**config.mk**
```make
export PLATFORM = sky130hd
export DESIGN_NAME = stick_timer
export DESIGN_NICKNAME = d
export VERILOG_FILES = /design/src/rtl/stick_pkg.sv /design/src/rtl/stick_datapath.sv /design/src/rtl/stick_ctrl.sv /design/src/rtl/stick_timer.sv
export SDC_FILE = /design/constraint.sdc
export NUM_CORES = 1
export LEC_CHECK = 0
export BUFFER_PORTS_ARGS = -buffer_cell sky130_fd_sc_hd__buf_2
export CAP_MARGIN = 40
export CORE_AREA = 2 2 150 94
export DETAILED_ROUTE_END_ITERATION = 7
export DIE_AREA = 0 0 152 96
export PLACE_DENSITY_LB_ADDON = 0.1
export SETUP_SLACK_MARGIN = 0.2
export SLEW_MARGIN = 20
export SYNTH_ARGS = -nofsm -noshare
export SYNTH_HDL_FRONTEND = slang
export SYNTH_SLANG_ARGS = --single-unit
```
**constraint.sdc**
```tcl
create_clock -name clk -period 7.2 [get_ports clk]
set_input_delay 0 -clock clk [delete_from_list [all_inputs] [get_ports clk]]
set_output_delay 0 -clock clk [all_outputs]
set_load 0.02 [all_outputs]
```
**src/rtl/stick_pkg.sv**
```systemverilog
package stick_pkg;
  localparam int unsigned ST_W    = 4;
  localparam int unsigned ST_PIT  = 0;
  localparam int unsigned ST_WDOG = 1;
  localparam int unsigned ST_INC  = 2;
  localparam int unsigned ST_ALM  = 3;
  localparam int unsigned ADDR_W  = 3;

  typedef enum logic [ADDR_W-1:0] {
    REG_PERIOD = 3'd0,
    REG_PRESC  = 3'd1,
    REG_ALARM  = 3'd2,
    REG_COUNT  = 3'd3,
    REG_STATUS = 3'd4,
    REG_IEN    = 3'd5,
    REG_IDIS   = 3'd6,
    REG_MASK   = 3'd7
  } regSel_t;

  // write strobes from control to datapath
  typedef struct packed {
    logic wrPeriod;
    logic wrPresc;
    logic wrAlarm;
  } wrStrobe_t;

  // events from datapath to control
  typedef struct packed {
    logic pit;
    logic inc;
    logic alm;
  } tmrEvt_t;
endpackage

```
**src/rtl/stick_datapath.sv**
```systemverilog
module stick_datapath
  import stick_pkg::*;
#(
  parameter int unsigned CNT_W     = 20,
  parameter int unsigned PRE_W     = 16,
  parameter int unsigned PIT_W     = 16,
  parameter int unsigned DATA_W    = 32,
  parameter int unsigned PRESC_RST = 32768
) (
  input  logic              clk,
  input  logic              rst,
  input  logic              slowTick,
  input  wrStrobe_t         strb,
  input  logic [DATA_W-1:0] wrData,
  output logic [CNT_W-1:0]  countVal,
  output logic [CNT_W-1:0]  alarmVal,
  output logic [PRE_W-1:0]  prescVal,
  output logic [PIT_W-1:0]  periodVal,
  output tmrEvt_t           evt
);
  localparam logic [PRE_W-1:0] PRESC_INIT = PRE_W'(PRESC_RST);

  logic [PRE_W-1:0] preCnt;
  logic [PIT_W-1:0] pitCnt;
  logic             preWrap;
  logic             advance;
  logic [CNT_W-1:0] countNext;
  logic             pitRun;
  logic             pitHit;
  logic             unusedWr;

  assign unusedWr = ^wrData;

  // prescaler completion and counter step
  always_comb begin
    preWrap   = (preCnt == PRE_W'(prescVal - 1'b1));
    advance   = slowTick && !strb.wrPresc && preWrap;
    countNext = countVal + 1'b1;
  end

  // interval timer expiry
  always_comb begin
    pitRun = slowTick && !strb.wrPeriod && (periodVal != '0);
    pitHit = pitRun && (pitCnt <= PIT_W'(1));
  end

  always_comb begin
    evt.inc = advance;
    evt.alm = advance && (countNext == alarmVal);
    evt.pit = pitHit;
  end

  always_ff @(posedge clk) begin
    if (rst) begin
      preCnt   <= '0;
      prescVal <= PRESC_INIT;
    end else if (strb.wrPresc) begin
      preCnt   <= '0;
      prescVal <= wrData[PRE_W-1:0];
    end else if (slowTick) begin
      preCnt <= preWrap ? '0 : preCnt + 1'b1;
    end
  end

  always_ff @(posedge clk) begin
    if (rst) begin
      countVal <= '0;
    end else if (advance) begin
      countVal <= countNext;
    end
  end

  always_ff @(posedge clk) begin
    if (rst) begin
      alarmVal <= '0;
    end else if (strb.wrAlarm) begin
      alarmVal <= wrData[CNT_W-1:0];
    end
  end

  always_ff @(posedge clk) begin
    if (rst) begin
      periodVal <= '0;
      pitCnt    <= '0;
    end else if (strb.wrPeriod) begin
      periodVal <= wrData[PIT_W-1:0];
      pitCnt    <= wrData[PIT_W-1:0];
    end else if (pitRun) begin
      pitCnt <= pitHit ? periodVal : pitCnt - 1'b1;
    end
  end
endmodule

```
**src/rtl/stick_ctrl.sv**
```systemverilog
module stick_ctrl
  import stick_pkg::*;
#(
  parameter int unsigned CNT_W  = 20,
  parameter int unsigned PRE_W  = 16,
  parameter int unsigned PIT_W  = 16,
  parameter int unsigned DATA_W = 32
) (
  input  logic              clk,
  input  logic              rst,
  input  logic [ADDR_W-1:0] busAddr,
  input  logic              busWrEn,
  input  logic [DATA_W-1:0] busWrData,
  input  logic              busRdEn,
  output logic [DATA_W-1:0] busRdData,
  input  tmrEvt_t           evt,
  input  logic [CNT_W-1:0]  countVal,
  input  logic [CNT_W-1:0]  alarmVal,
  input  logic [PRE_W-1:0]  prescVal,
  input  logic [PIT_W-1:0]  periodVal,
  output wrStrobe_t         strb,
  output logic [ST_W-1:0]   statusQ,
  output logic [ST_W-1:0]   maskQ,
  output logic              irq
);
  regSel_t         sel;
  logic [ST_W-1:0] evtBits;
  logic            stRead;
  logic            ienWr;
  logic            idisWr;
  logic [DATA_W-1:0] rdMux;

  assign sel = regSel_t'(busAddr);

  always_comb begin
    strb.wrPeriod = busWrEn && (sel == REG_PERIOD);
    strb.wrPresc  = busWrEn && (sel == REG_PRESC);
    strb.wrAlarm  = busWrEn && (sel == REG_ALARM);
    ienWr         = busWrEn && (sel == REG_IEN);
    idisWr        = busWrEn && (sel == REG_IDIS);
    stRead        = busRdEn && (sel == REG_STATUS);
  end

  always_comb begin
    evtBits          = '0;
    evtBits[ST_PIT]  = evt.pit;
    evtBits[ST_WDOG] = 1'b0;
    evtBits[ST_INC]  = evt.inc;
    evtBits[ST_ALM]  = evt.alm;
  end

  // clear-on-read, new events always land
  always_ff @(posedge clk) begin
    if (rst) begin
      statusQ <= '0;
    end else begin
      statusQ <= (stRead ? '0 : statusQ) | evtBits;
    end
  end

  always_ff @(posedge clk) begin
    if (rst) begin
      maskQ <= '0;
    end else if (ienWr) begin
      maskQ <= maskQ | busWrData[ST_W-1:0];
    end else if (idisWr) begin
      maskQ <= maskQ & ~busWrData[ST_W-1:0];
    end
  end

  always_comb begin
    rdMux = '0;
    case (sel)
      REG_PERIOD: rdMux = DATA_W'(periodVal);
      REG_PRESC:  rdMux = DATA_W'(prescVal);
      REG_ALARM:  rdMux = DATA_W'(alarmVal);
      REG_COUNT:  rdMux = DATA_W'(countVal);
      REG_STATUS: rdMux = DATA_W'(statusQ);
      REG_MASK:   rdMux = DATA_W'(maskQ);
      default:    rdMux = '0;
    endcase
  end

  always_ff @(posedge clk) begin
    if (rst) begin
      busRdData <= '0;
    end else if (busRdEn) begin
      busRdData <= rdMux;
    end
  end

  assign irq = |(statusQ & maskQ);
endmodule

```
**src/rtl/stick_timer.sv**
```systemverilog
module stick_timer
  import stick_pkg::*;
#(
  parameter int unsigned CNT_W     = 20,
  parameter int unsigned PRE_W     = 16,
  parameter int unsigned PIT_W     = 16,
  parameter int unsigned DATA_W    = 32,
  parameter int unsigned PRESC_RST = 32768
) (
  input  logic              clk,
  input  logic              rst,
  input  logic              slowTick,
  input  logic [2:0]        busAddr,
  input  logic              busWrEn,
  input  logic [DATA_W-1:0] busWrData,
  input  logic              busRdEn,
  output logic [DATA_W-1:0] busRdData,
  output logic              irq
);
  wrStrobe_t        strb;
  tmrEvt_t          evt;
  logic [CNT_W-1:0] countVal;
  logic [CNT_W-1:0] alarmVal;
  logic [PRE_W-1:0] prescVal;
  logic [PIT_W-1:0] periodVal;
  logic [ST_W-1:0]  statusQ;
  logic [ST_W-1:0]  maskQ;

  stick_datapath #(
    .CNT_W(CNT_W), .PRE_W(PRE_W), .PIT_W(PIT_W),
    .DATA_W(DATA_W), .PRESC_RST(PRESC_RST)
  ) dp_i (
    .clk(clk), .rst(rst), .slowTick(slowTick), .strb(strb),
    .wrData(busWrData), .countVal(countVal), .alarmVal(alarmVal),
    .prescVal(prescVal), .periodVal(periodVal), .evt(evt)
  );

  stick_ctrl #(
    .CNT_W(CNT_W), .PRE_W(PRE_W), .PIT_W(PIT_W), .DATA_W(DATA_W)
  ) ctrl_i (
    .clk(clk), .rst(rst), .busAddr(busAddr), .busWrEn(busWrEn),
    .busWrData(busWrData), .busRdEn(busRdEn), .busRdData(busRdData),
    .evt(evt), .countVal(countVal), .alarmVal(alarmVal),
    .prescVal(prescVal), .periodVal(periodVal), .strb(strb),
    .statusQ(statusQ), .maskQ(maskQ), .irq(irq)
  );
endmodule

```
==> summary.md, run 1 <==
| Metric | Value |
|---|---|
| Status | `complete, no violations` |
| Worst path required time | `7.51 ns` |
| Final layout net count | `1,037` |
| Worst Setup EP | `dp_i.countVal[13]` |
| WL/cell | `18.3 um` |
| R2R Path Start | `dp_i.prescVal[0]` |
| Total CTS buffers | `17` |
| Largest net degree at the start of global routing | `74` |
| Post CTS Setup Buffer Count | `0` |
| Post-Syn Area | `7750 um2` |
| Post-layout power | `2110 uW` |
| Drt total wl | `21,600 um` |
| Unrepaired setup endpoints after global routing | `false` |
| Worst r2r dst | `dp_i.countVal[13]` |
| I/O pin count | `73` |
| R2R cell count | `10` |
| Gr ovfl total | `0` |
| Setup slack, reg-to-reg | `3.97 ns` |
| Syn_area_per_cell | `8.04 um2` |
| Placement Cell Area | `7930 um2` |
| Area of the multi-input gates | `4700 um2` |
| Slew margin rel. | `43.5%` |
| Utilization after layout | `66.4%` |
| Register Area | `2620 um2` |
| Sum Neg Setup Slack | `0 ns` |
| Final HPWL DP | `15,200 um` |
| Number of max-slew violations in the final report | `0` |
| DRC viols | `0` |
| Most used DFF post-synth | `dfxtp_1` |
| TritonCTS clock tree | `yes` |
| Vias in the first global route | `6,320` |
| Final min period | `3.23 ns` |
| CP startpoint | `dp_i.prescVal[0]` |
| Fillers | `1,152` |
| Pin slew with the least headroom to its limit | `0.845 ns` |
| Yosys reg bits | `131` |
| Crit path launch type | `flip-flop` |
| CP Data Arrival Time | `3.53 ns` |
| CP endpoint kind | `flip-flop` |
| Port Buf Inserts | `48` |
| Die height | `96 um` |
| First-pass GRT wire length | `34,800 um` |
| Final worst path period share | `44.8%` |
| CP Class | `reg -> reg` |
| # rows | `33` |
| Vias post-DR | `7,033` |
| Max rail drop VDD | `0.142 mV` |
| Total global-route track usage | `30.5%` |
| Initial core utilization | `58.5%` |
| DR vias/cell | `5.96` |
| Type of the most critical hold path | `in -> reg` |
| Clk_skew | `0.00940 ns` |
| FMAX | `310 MHz` |
| Post-Synthesis Cells | `964` |
| EDFF count, synth | `0` |
| Clock Pin Slew Worst Setup and Hold Paths | `0.06 ns` |
| Yosys warnings | `0` |
| Full die area | `14,600 um2` |
| Die Width | `152 um` |
| Synth unique cells | `72` |
| Post-route cell area | `8800 um2` |
| CTS root buf | `clkbuf_16` |
| Final hold vios | `0` |
| Final hold slack | `0.0346 ns` |
| Later-pin clock latency in the skew report | `0.42 ns` |
| Max Cap Viol | `0` |
| Layout Area Growth over Synthesis | `13.4%` |
| CP Max Fanout | `22` |
| Share of cells above drive strength 1 | `15.0%` |
| Resize count post-CTS | `0` |
| TritonCTS Sinks | `131` |
| Async S/R FF share, synth | `0%` |
| Placeable Area | `13,300 um2` |
| Gpl congestion | `0.923` |
| DRT Pass-1 Iters | `7` |
| CTS H-tree lvls | `4` |
| Seq/Total Area, Yosys | `33.8%` |
| Clock Tree Buf Depth | `2` |
| Lkg Pwr | `0.00337 uW` |
| Routed Antenna Nets | `0` |
| PD cells | `240 nW/um2` |
| Final setup viols | `0` |
| ANT cells | `0` |
| Initial antenna violation count | `0` |
| Initial DRC count | `642` |
through the flow:
| stage | worst slack (ns) | instances |
|---|---|---|
| 2_1_floorplan | 4.41 | 975 |
| 3_3_place_gp | 4.06 | 1124 |
| 3_5_place_dp | 4.06 | 1127 |
| 4_1_cts | 4.04 | 1180 |
| 5_1_grt | 3.73 | 1180 |
| 6_report | 3.97 | 1180 |
area by class of cell:
cell class	count	area share [%]
Multi-Input combinational cell	748	53.4
Sequential cell	131	29.8
Timing Repair Buffer	79	6.20
Clock buffer	18	4.88
Clock inverter	14	2.56
Tap cell	175	2.49
Inverter	15	0.640
timing repair:
action / CTS / global route
hold buffers: 21 / 0
endpoints found under the hold margin: 70 / 0
setup endpoints to repair: 0 / 0
per-layer routing:
| metal | track usage [%] | share of wire (%) | vias to the layer above |
|---|---|---|---|
| met3 | 6.44 | 9.2 | 18 |
| met1 | 45.9 | 49 | 3312 |
| met5 | 0 | 0 | - |
| met4 | 7.24 | 1.1 | 0 |
| li1 | - | - | 3409 |
| met2 | 44.3 | 41 | 294 |
worst min path at each step:
| stage | from | to | slack [ns] | cells past startpoint |
|---|---|---|---|---|
| after floorplan | busWrData[15] | dp_i.prescVal[15] | 0.12 | 2 |
| after global placement | busWrData[16] | dp_i.alarmVal[16] | 0.25 | 3 |
| after detailed placement | busWrData[16] | dp_i.alarmVal[16] | 0.26 | 3 |
| after CTS | slowTick | dp_i.preCnt[0] | 0.04 | 3 |
| after global routing | slowTick | dp_i.preCnt[0] | 0.05 | 3 |
| final | slowTick | dp_i.preCnt[0] | 0.03 | 3 |
cells by family after synthesis:
group	synth area share, %
xor+xnor	7.46
mux	8.73
fa+ha+maj	0.807
simple gates	28.3
flops	33.8
buf+inv	6.39
compound gates	14.5
other cells	0.0484
layout by cell type, fill, tap and decap left out, drive strengths merged, types with 21 or more instances in the layout:
master | synthesis | routed
a21oi | 111 | 111
nand3 | 34 | 34
buf | 30 | 58
xor2 | 25 | 25
xnor2 | 41 | 41
nor3 | 36 | 36
nor2b | 37 | 37
dfxtp | 131 | 131
nand2 | 150 | 150
mux2 | 23 | 23
dlygate4sd3 | 0 | 21
nor2 | 89 | 89
power by group:
group	switching [uW]	internal, uW	leakage, uW
registers	32.0	751	0.00106
logic	229	132	0.00199
clock network	349	621	0.000320
total	610	1500	0.00337
registers in the layout (all words and copies together), names as in the netlist, named ones only:
name,flops
dp_i.alarmVal,20
dp_i.preCnt,16
dp_i.pitCnt,16
dp_i.prescVal,16
ctrl_i.statusQ,3
ctrl_i.busRdData,20
dp_i.periodVal,16
dp_i.countVal,20
Yosys cell counts, drive strengths merged, types with 8 or more instances:
master | count | area (um2)
nor4 | 12 | 96.3
dfxtp | 131 | 2620
nand4 | 13 | 87.6
nand2b | 9 | 56.3
clkbuf | 51 | 201
a21oi | 111 | 556
a22oi | 8 | 60.1
nor2b | 37 | 231
nand2 | 150 | 563
xor2 | 25 | 219
inv | 15 | 56.3
mux4 | 14 | 315
o21ai | 17 | 85.1
buf | 30 | 238
nor3 | 36 | 185
nand3 | 34 | 205
nor2 | 89 | 334
xnor2 | 41 | 359
mux2 | 23 | 312
and3 | 19 | 119
critical path: stages (launching register included):
cell      delay (ns)
dfxtp_1         0.39
inv_1           0.09
ha_1            0.35
or3b_2          0.55
a211oi_1        0.25
mux2i_1         0.10
a211oi_1        0.58
nor4_4          0.07
buf_4           0.26
nand4_1         0.13
mux2_2          0.33
Power figures use the tool's default switching activity.
==> run 2, diff against run 1 <==
--- a/config.mk
+++ b/config.mk
@@ -7,9 +7,9 @@
 export LEC_CHECK = 0
 export BUFFER_PORTS_ARGS = -buffer_cell sky130_fd_sc_hd__buf_2
 export CAP_MARGIN = 40
-export CORE_AREA = 2 2 150 94
+export CORE_AREA = 2 2 158 98
 export DETAILED_ROUTE_END_ITERATION = 7
-export DIE_AREA = 0 0 152 96
+export DIE_AREA = 0 0 160 100
 export PLACE_DENSITY_LB_ADDON = 0.1
 export SETUP_SLACK_MARGIN = 0.2
 export SLEW_MARGIN = 20
==> constraint.sdc (replaced) <==
create_clock -name clk -period 2.7 [get_ports clk]
set_input_delay 0 -clock clk [delete_from_list [all_inputs] [get_ports clk]]
set_output_delay 0 -clock clk [all_outputs]
set_load 0.02 [all_outputs]
==> summary.md, run 2 (synthesis gave the netlist of run 1 again) <==
| Metric | Value |
|---|---|
| Status | `finished with violations` |
| Failing checks | `negative setup slack` |
| DRT Pass-1 Iters | `5 (-2)` |
| Total global-route track usage | `29.4% (-1.1 points)` |
| Final min period | `2.81 ns (-0.414 ns)` |
| Lkg Pwr | `0.00379 uW (+12%)` |
| CP Buf/Inv Count | `3 (+1)` |
| Gpl congestion | `0.892 (-3.4%)` |
| Cell family with most CP delay | `simple AND/OR/NAND/NOR gates` |
| Vias in the first global route | `6,678 (+5.7%)` |
| CTS root buf | `clkbuf_16` |
| Later-pin clock latency in the skew report | `0.43 ns (about the same)` |
| Total CTS buffers | `17 (unchanged)` |
| PD cells | `632 nW/um2 (+160%)` |
| Worst path required time | `2.97 ns (-4.54 ns)` |
| Clk_skew | `0.0164 ns (+0.00703 ns)` |
| CP Class | `reg -> reg` |
| Register Area | `2630 um2 (about the same)` |
| Commonest non-fill, non-tap cell in the layout | `nand2_1` |
| FMAX | `356 MHz (+15%)` |
| CP peak stage delay | `0.58 ns (about the same)` |
| Most frequent cells in the layout | `nand2_1 (146), dfxtp_1 (129), a21oi_1 (104)` |
| Layout Area Growth over Synthesis | `24.2%` |
| Final hold vios | `0 (unchanged)` |
| Slew margin rel. | `54.0% (+10 points)` |
| CTS H-tree lvls | `4 (unchanged)` |
| Area of the multi-input gates | `4880 um2 (+3.8%)` |
| TritonCTS clock tree | `yes` |
| Pre-CTS setup slack | `-0.0402 ns (-4.10 ns)` |
| CP Data Arrival Time | `3.09 ns (-0.44 ns)` |
| First-pass GRT wire length | `36,900 um (+6.2%)` |
| Crit path max-delay cell type | `or4_4` |
| Final setup viols | `33 (+33)` |
| Biggest regs | `ctrl_i.busRdData x20, dp_i.alarmVal x20, dp_i.countVal x20` |
| Number of max-slew violations in the final report | `0 (unchanged)` |
| CP most frequent cell | `buf_4` |
| Worst path cell trace | `or4_4, or3_4, nor4b_4, a211oi_2, buf_4, nor4_4, buf_4, and4_4, clkbuf_16, nor3_1` |
| Gr ovfl total | `0 (unchanged)` |
| Type of the most critical hold path | `in -> reg` |
| Drt total wl | `23,600 um (+9.4%)` |
| Port Buf Inserts | `48 (unchanged)` |
| Placeable Area | `14,800 um2 (+12%)` |
| Final HPWL DP | `16,700 um (+9.5%)` |
| Clock Tree Buf Depth | `2 (unchanged)` |
| Share of cells above drive strength 1 | `24.1% (+9.1 points)` |
| Unrepaired setup endpoints after global routing | `true` |
| TritonCTS Sinks | `131 (unchanged)` |
| Die Width | `160 um (+5.3%)` |
| Largest net degree at the start of global routing | `66 (-11%)` |
| DRC viols | `0 (unchanged)` |
| Initial antenna violation count | `0 (unchanged)` |
| Crit path launch type | `flip-flop` |
| I/O pin count | `73 (unchanged)` |
| Setup slack, reg-to-reg | `-0.11 ns (-4.09 ns)` |
| Utilization after layout | `65.0% (-1.3 points)` |
| ANT cells | `0 (unchanged)` |
| # rows | `35 (+6.1%)` |
| CP Max Fanout | `7 (-68%)` |
| DR vias/cell | `5.80 (-2.7%)` |
| Sum Neg Setup Slack | `-2.58 ns (-2.58 ns)` |
| WL/cell | `18.5 um (+1.0%)` |
| Fillers | `1,284 (+11%)` |
| Clock Pin Slew Worst Setup and Hold Paths | `0.06 ns (about the same)` |
| Initial DRC count | `775 (+21%)` |
| Final worst path period share | `104% (+59 points)` |
| Vias post-DR | `7,414 (+5.4%)` |
| Max rail drop VDD | `0.371 mV (+160%)` |
| Post-layout power | `6080 uW (+190%)` |
| Die height | `100 um (+4.2%)` |
| CP endpoint kind | `flip-flop` |
| Final setup margin | `-0.112 ns (-4.09 ns)` |
| Routed Antenna Nets | `0 (unchanged)` |
| Final hold slack | `0.0449 ns (+0.0103 ns)` |
| Final layout net count | `1,107 (+6.8%)` |
| Initial core utilization | `52.4% (-6.1 points)` |
| Max Cap Viol | `0 (unchanged)` |
| Pin slew with the least headroom to its limit | `0.690 ns (-0.155 ns)` |
| Full die area | `16,000 um2 (+9.6%)` |
[run 2: changes by cell type in the layout (fill, tap and decap cells not counted), sizes merged]
cell / change
bufinv: -2
clkbuf: +1
buf: +69
inv: +4
clkinv: -2
[run 2: worst paths after layout]
check        cells after the start                 from                  end
max                             10     dp_i.prescVal[0]       dp_i.preCnt[7]
min reg2reg                      2  ctrl_i.busRdData[0]  ctrl_i.busRdData[0]
min                              3             slowTick       dp_i.preCnt[0]
max reg2reg                     10     dp_i.prescVal[0]       dp_i.preCnt[7]
[run 2: final cells by class]
| type | instances | area share (%) |
|---|---|---|
| clock inverters | 14 | 1.98 |
| inverters | 15 | 0.585 |
| repair buffers | 149 | 12.3 |
| flip-flops and latches | 131 | 27.3 |
| well taps | 203 | 2.64 |
| clock buffers | 18 | 4.56 |
| multi-input cells | 748 | 50.7 |
[run 2: through the flow]
step / cell area [um2] / cells
2_1_floorplan: 7810 / 975
3_3_place_gp: 8420 / 1211
3_5_place_dp: 8450 / 1212
4_1_cts: 9440 / 1273
5_1_grt: 9630 / 1278
6_report: 9630 / 1278
[run 2: tightest hold or removal path, stage by stage]
cell and delay, ns:
buf_2 0.20, xnor2_1 0.17, nor3_1 0.04
[run 2: per-layer routing]
metal / share of wire, % / vias up / track usage (%)
li1: - / 3554 / -
met1: 50 / 3539 / 45.6
met2: 41 / 304 / 42.0
met3: 7.8 / 17 / 5.33
met4: 0.94 / 0 / 6.72
met5: 0 / - / 0
[run 2: repair_timing]
| action | CTS | global route |
|---|---|---|
| buffers inserted | 7 | 4 |
| hold buffers | 21 | 0 |
| pin swaps | 14 | 19 |
| endpoints found under the setup margin | 52 | 55 |
| gates resized for setup | 24 | 38 |
| endpoints found under the hold margin | 72 | 0 |
| cloned | 1 | 1 |
[run 2: power breakdown]
part           switching, uW  internal [uW]
Sequential              79.8           2000
Combinational            814            680
Clock                    994           1510
